### src/rtl/mrn_pkg.sv
package mrn_pkg;
  typedef enum logic [1:0] {
    RATIO_256 = 2'd0,
    RATIO_384 = 2'd1,
    RATIO_512 = 2'd2,
    RATIO_768 = 2'd3
  } ratio_e;

  localparam int NUM_RATIOS = 4;
endpackage

### src/rtl/mrn_frame_meter.sv
module mrn_frame_meter #(
  parameter int TIMEOUT = 1024,
  parameter int CW      = 11
) (
  input  logic          clk_i,
  input  logic          rst_ni,
  input  logic          clear_i,
  input  logic          frame_i,
  output logic          meas_valid_o,
  output logic [CW-1:0] meas_o,
  output logic          stall_o
);
  localparam logic [CW-1:0] CNT_MAX = {CW{1'b1}};
  localparam logic [CW-1:0] TMO     = CW'(TIMEOUT);

  logic          frame_q;
  logic          seen_q;
  logic [CW-1:0] cnt_q;
  logic          rise;

  assign rise         = frame_i & ~frame_q;
  assign meas_valid_o = rise & seen_q & ~clear_i;
  assign meas_o       = cnt_q;
  // a rising edge takes priority over the timeout in the same cycle
  assign stall_o      = seen_q & (cnt_q > TMO) & ~rise & ~clear_i;

  always_ff @(posedge clk_i or negedge rst_ni) begin
    if (!rst_ni) begin
      frame_q <= 1'b0;
      seen_q  <= 1'b0;
      cnt_q   <= '0;
    end else begin
      frame_q <= frame_i;
      if (clear_i) begin
        seen_q <= 1'b0;
        cnt_q  <= '0;
      end else if (rise) begin
        seen_q <= 1'b1;
        cnt_q  <= CW'(1);
      end else begin
        if (stall_o) seen_q <= 1'b0;
        if (cnt_q != CNT_MAX) cnt_q <= cnt_q + CW'(1);
      end
    end
  end
endmodule

### src/rtl/mrn_ratio_lock.sv
module mrn_ratio_lock
  import mrn_pkg::*;
#(
  parameter int BASE = 256,
  parameter int CW   = 11
) (
  input  logic          clk_i,
  input  logic          rst_ni,
  input  logic          clear_i,
  input  logic          meas_valid_i,
  input  logic [CW-1:0] meas_i,
  input  logic          stall_i,
  output logic          ready_o,
  output ratio_e        ratio_o
);
  function automatic logic [CW-1:0] expected_count(int idx);
    case (idx)
      0:       return CW'(BASE);
      1:       return CW'(BASE * 3 / 2);
      2:       return CW'(BASE * 2);
      default: return CW'(BASE * 3);
    endcase
  endfunction

  logic   hit;
  ratio_e code;
  logic   ready_q;
  logic   cand_v_q;
  ratio_e cand_q;

  always_comb begin
    hit  = 1'b0;
    code = RATIO_256;
    for (int i = 0; i < NUM_RATIOS; i++) begin
      if (meas_i == expected_count(i)) begin
        hit  = 1'b1;
        code = ratio_e'(2'(i));
      end
    end
  end

  always_ff @(posedge clk_i or negedge rst_ni) begin
    if (!rst_ni) begin
      ready_q  <= 1'b0;
      cand_v_q <= 1'b0;
      cand_q   <= RATIO_256;
    end else if (clear_i || stall_i) begin
      ready_q  <= 1'b0;
      cand_v_q <= 1'b0;
    end else if (meas_valid_i) begin
      if (!hit) begin
        ready_q  <= 1'b0;
        cand_v_q <= 1'b0;
      end else if (cand_v_q && cand_q == code) begin
        ready_q <= 1'b1;
      end else begin
        cand_q   <= code;
        cand_v_q <= 1'b1;
        ready_q  <= 1'b0;
      end
    end
  end

  assign ready_o = ready_q;
  assign ratio_o = ready_q ? cand_q : RATIO_256;


  lock_after_meas_chk: assert property (@(posedge clk_i) disable iff (!rst_ni)
    $rose(ready_o) |-> $past(meas_valid_i));

  bad_period_drop_chk: assert property (@(posedge clk_i) disable iff (!rst_ni)
    (meas_valid_i && !hit) |=> !ready_o);

  stall_drop_chk: assert property (@(posedge clk_i) disable iff (!rst_ni)
    stall_i |=> !ready_o);
endmodule

### src/rtl/mrn_rate_divider.sv
module mrn_rate_divider
  import mrn_pkg::*;
(
  input  logic   clk_i,
  input  logic   rst_ni,
  input  logic   ready_i,
  input  ratio_e ratio_i,
  output logic   en_o
);
  logic [1:0] phase_q;
  logic [1:0] last_phase;
  logic       pattern;

  assign last_phase = (ratio_i == RATIO_512) ? 2'd1 : 2'd2;

  always_ff @(posedge clk_i or negedge rst_ni) begin
    if (!rst_ni)                   phase_q <= 2'd0;
    else if (!ready_i)             phase_q <= 2'd0;
    else if (phase_q == last_phase) phase_q <= 2'd0;
    else                           phase_q <= phase_q + 2'd1;
  end

  always_comb begin
    case (ratio_i)
      RATIO_256: pattern = 1'b1;
      RATIO_384: pattern = (phase_q != 2'd2);
      default:   pattern = (phase_q == 2'd0);
    endcase
  end

  assign en_o = ready_i & pattern;


  half_rate_toggle_chk: assert property (@(posedge clk_i) disable iff (!rst_ni)
    (ready_i && $past(ready_i) && ratio_i == RATIO_512) |-> (en_o != $past(en_o)));

  two_of_three_chk: assert property (@(posedge clk_i) disable iff (!rst_ni)
    (ready_i && ratio_i == RATIO_384 && !en_o) |-> $past(en_o));

  one_of_three_chk: assert property (@(posedge clk_i) disable iff (!rst_ni)
    (ready_i && ratio_i == RATIO_768 && en_o) |=> !en_o);
endmodule

### src/rtl/mclk_ratio_norm.sv
module mclk_ratio_norm
  import mrn_pkg::*;
#(
  parameter int BASE    = 256,
  parameter int TIMEOUT = 1024
) (
  input  logic       mclk_i,
  input  logic       rst_ni,
  input  logic       pwr_on_i,
  input  logic       frame_i,
  output logic       en256_o,
  output logic [1:0] ratio_o,
  output logic       ready_o
);
  // counter must hold the timeout plus one; TIMEOUT is expected above 3*BASE
  localparam int CW = $clog2(TIMEOUT + 2);

  logic          clear;
  logic          meas_valid;
  logic [CW-1:0] meas;
  logic          stall;
  logic          ready;
  ratio_e        ratio;

  assign clear = ~pwr_on_i;

  mrn_frame_meter #(.TIMEOUT(TIMEOUT), .CW(CW)) meter_i (
    .clk_i(mclk_i), .rst_ni(rst_ni), .clear_i(clear), .frame_i(frame_i),
    .meas_valid_o(meas_valid), .meas_o(meas), .stall_o(stall)
  );

  mrn_ratio_lock #(.BASE(BASE), .CW(CW)) lock_i (
    .clk_i(mclk_i), .rst_ni(rst_ni), .clear_i(clear), .meas_valid_i(meas_valid),
    .meas_i(meas), .stall_i(stall), .ready_o(ready), .ratio_o(ratio)
  );

  mrn_rate_divider div_i (
    .clk_i(mclk_i), .rst_ni(rst_ni), .ready_i(ready), .ratio_i(ratio), .en_o(en256_o)
  );

  assign ready_o = ready;
  assign ratio_o = ratio;


  power_down_hold_chk: assert property (@(posedge mclk_i) disable iff (!rst_ni)
    !pwr_on_i |=> (!ready_o && !en256_o));

  enable_needs_ready_chk: assert property (@(posedge mclk_i) disable iff (!rst_ni)
    !ready_o |-> (!en256_o && ratio_o == 2'd0));
endmodule

### config.mk
export PLATFORM = sky130hd
export DESIGN_NAME = mclk_ratio_norm
export DESIGN_NICKNAME = d
export VERILOG_FILES = /design/src/rtl/mrn_pkg.sv /design/src/rtl/mrn_frame_meter.sv /design/src/rtl/mrn_ratio_lock.sv /design/src/rtl/mrn_rate_divider.sv /design/src/rtl/mclk_ratio_norm.sv
export SDC_FILE = /design/constraint.sdc
export NUM_CORES = 1
export LEC_CHECK = 0
export BUFFER_PORTS_ARGS = -buffer_cell sky130_fd_sc_hd__buf_2
export CORE_ASPECT_RATIO = 0.7
export CORE_UTILIZATION = 55
export CTS_CLUSTER_DIAMETER = 120
export DETAILED_ROUTE_END_ITERATION = 10
export HOLD_SLACK_MARGIN = 0.15
export PLACE_DENSITY_LB_ADDON = 0.2
export SETUP_SLACK_MARGIN = 0.4
export SLEW_MARGIN = 20
export SYNTH_ARGS = -nofsm -noshare
export SYNTH_HDL_FRONTEND = slang
export SYNTH_SLANG_ARGS = --single-unit
### constraint.sdc
create_clock -name mclk_i -period 4.2 [get_ports mclk_i]
set_clock_uncertainty 0.05 [all_clocks]
set_input_delay 0 -clock mclk_i [delete_from_list [all_inputs] [get_ports mclk_i]]
set_output_delay 0 -clock mclk_i [all_outputs]
set_load 0.02 [all_outputs]
==> results_dict.tcl <==
set metrics [dict create \
    critical_path.startpoint_type "register" \
    syn-cell-area_um2 1120 \
    hold_violations 0 \
    htree_levels 1 \
    worstPathMaxFanout 4 \
    synth_top_area_share_pct 42.4 \
    peakVddDrop_mv 0.168 \
    vias 923 \
    drive_gt1_share_pct 11.5 \
    die_area_um2 2230 \
    synth_nets 128 \
    io_pins 8 \
    maxCapViolCount 0 \
    tightestPinTransition_ns 0.843 \
    antenna_found_initial 0 \
    postCtsSetupBuffers 0 \
    fin_crit_sh_pct 44.4 \
    grt_max_degree 20 \
    initial_core_util_pct 59.4 \
    io_buffers 7 \
    hold_class "primary input to register" \
    synthCells 120 \
    fin_nets 139 \
    setup_slack_ns 2.33 \
    r2r_start "meter_i.meas_o[0]" \
    syn_area_per_cell_um2 9.34 \
    slew_headroom_pct 43.6 \
    ant_nets 0 \
    drt-total-wl_um 2270 \
    end_kind "register" \
    reg2reg_to "lock_i.ready_o" \
    cp-endpoint "lock_i.ready_o" \
    cts_tree "built" \
    cts_sinks 19 \
    fillers 155 \
    numPlacedInstances 144 \
    die_x_um 56.0 \
    grt_first_pass_wirelength_um 3680 \
    synth_cell_type_count 36 \
    r2r_setup_slack_ns 2.33 \
    root_buffer "clkbuf_4" \
    numCtsBuffers 3 \
    path_clk_slew_ns 0.10 \
    fin_tns_setup_ns 0 \
    critPathKind "register to register" \
    clock_path_buffers 2 \
    synth_top_cell_by_area "dfrtp_1" \
    fp-row-count 13 \
    async_flop_share_pct 100 \
    arrival_ns 2.06 \
    clkLatencyLatePin_ns 0.31 \
    drt_iter0_drc 35 \
    wl_per_cell_um 14.9 \
    synth_area_leaders "dfrtp_1 42%, ha_1 4.5%, o21ai_0 4.0%" \
    track_usage_pct 22.9 \
    firstDrtPassIters 4 \
    synth_top_flop_cell "dfrtp_1" \
    crit_required_ns 4.39 \
    grt_pass1_vias 777 \
    finalCriticalPeriod_ns 1.87 \
    post-place-ws_ns 2.33 \
    area_growth_pct 8.15 \
    fp.dieH_um 39.8 \
    yosys-top-cells-count "19 x dfrtp_1, 10 x nand2_1, 9 x o21ai_0, 8 x a21oi_1, 8 x inv_1" \
    fmax_ghz 0.536 \
    critPathLaunch "meter_i.meas_o[0]" \
    synth_edf_count 0 \
    vias_per_cell 6.07 \
    synthMostInstantiatedCell "dfrtp_1" \
    setup_viol 0 \
    worst_r2r_path_depth 6 \
    powerDensity_nw_per_um2 252 \
    slew_viol_final 0 \
    grt.overflow.total 0 \
    core_um2 1890 \
    drcViolationCount 0 \
    synth_seq_cells 19 \
    rsz0062_at_grt "no" \
    hpwl_um 1680 \
    status "finished clean" \
    seq_area_frac_synth_pct 42.4 \
    antennaDiodeCount 0 \
    gp_congestion 0.839 \
    final_cells 152 \
    yosysWarnings 0 \
    leakage_uw 0.000534 \
]
[area by class of cell]
| type | instances | area [µm²] | share of cell area, % |
|---|---|---|---|
| multi-input cells | 88 | 577 | 47.6 |
| repair buffers | 11 | 75.1 | 6.19 |
| clock buffers | 3 | 22.5 | 1.86 |
| clock inverters | 1 | 5.00 | 0.413 |
| well taps | 22 | 27.5 | 2.27 |
| inverters | 8 | 30.0 | 2.48 |
| flip-flops and latches | 19 | 475 | 39.2 |
[metrics by stage]
step	hold slack (ns)	utilization, %	instance area [µm²]	total power, µW
final	0.327	64.3	1210	306
after floorplan	-0.346	-	1120	204
after detailed placement	-0.0892	60.7	1140	213
after CTS	0.312	64.3	1210	309
after global placement	-0.0884	60.7	1140	212
after global routing	0.314	64.3	1210	321
[sequential cells by signal, indices dropped and copies added (netlist names)]
register,flops
div_i.phase_q,2
lock_i.cand_q,2
lock_i.cand_v_q,1
lock_i.ready_o,1
meter_i.frame_q,1
meter_i.meas_o,11
meter_i.seen_q,1
[layer usage]
metal | vias up | track usage (%) | part of all wire [%]
met4 | 0 | 6.71 | 0.71
met1 | 443 | 30.4 | 49
met2 | 26 | 36.3 | 45
met3 | 4 | 7.26 | 5.8
met5 | - | 0 | 0
li1 | 450 | - | -
[worst max-delay path, cell delays in order, from the launching register on]
cell	delay, ns
dfrtp_1	0.42
inv_1	0.10
ha_1	0.14
nor4b_1	0.37
nand4b_1	0.24
nor4b_1	0.34
o21a_1	0.14
[how the worst min path moves through the flow]
stage                     slack, ns  cells past startpoint     from                to
after global routing           0.31                      2  frame_i   meter_i.frame_q
after global placement        -0.09                      1   rst_ni  div_i.phase_q[0]
after CTS                      0.31                      2  frame_i   meter_i.frame_q
final                          0.33                      2  frame_i   meter_i.frame_q
after detailed placement      -0.09                      1   rst_ni  div_i.phase_q[1]
after floorplan               -0.35                      0   rst_ni  div_i.phase_q[0]
[layout by cell type (no fill, tap or decap), drive strengths merged]
master	instances
inv	8
a22o	1
a21oi	8
mux2i	2
and3	2
clkbuf	3
a22oi	1
nand3	4
and3b	1
xor2	2
and2	4
nor2b	3
clkinv	1
nand2b	2
buf	7
and4b	2
nor3	3
o21bai	1
o21ai	9
a41oi	2
nor4b	2
o21a	2
dlygate4sd3	4
nor2	4
dfrtp	19
nand4	3
nand2	10
nand4b	1
a31oi	4
or3	4
and4	3
xnor2	3
nor3b	1
ha	4
[where the power goes]
part | switching (µW) | internal [µW]
registers | 3.18 | 186
logic | 13.2 | 9.45
clock network | 58.6 | 35.6
total | 75.0 | 231
[repair_timing]
| action | 4_1_cts | 5_1_grt |
|---|---|---|
| endpoints found under the hold margin | 34 | 0 |
| resized for setup | 0 | 0 |
| hold buffers | 4 | 0 |
| endpoints found under the setup margin | 0 | 0 |
[kinds of logic (layout without fill, tap and decap cells)]
group	Yosys count	count (layout)	share of synthesized area [%]
mux	2	2	1.79
fa+ha+maj	4	4	4.46
buf+inv	13	23	6.14
simple gates	49	49	26.5
xor+xnor	5	5	3.91
compound gates	28	28	14.8
flops	19	19	42.4
Note: power is estimated with default switching activity, not from simulation.
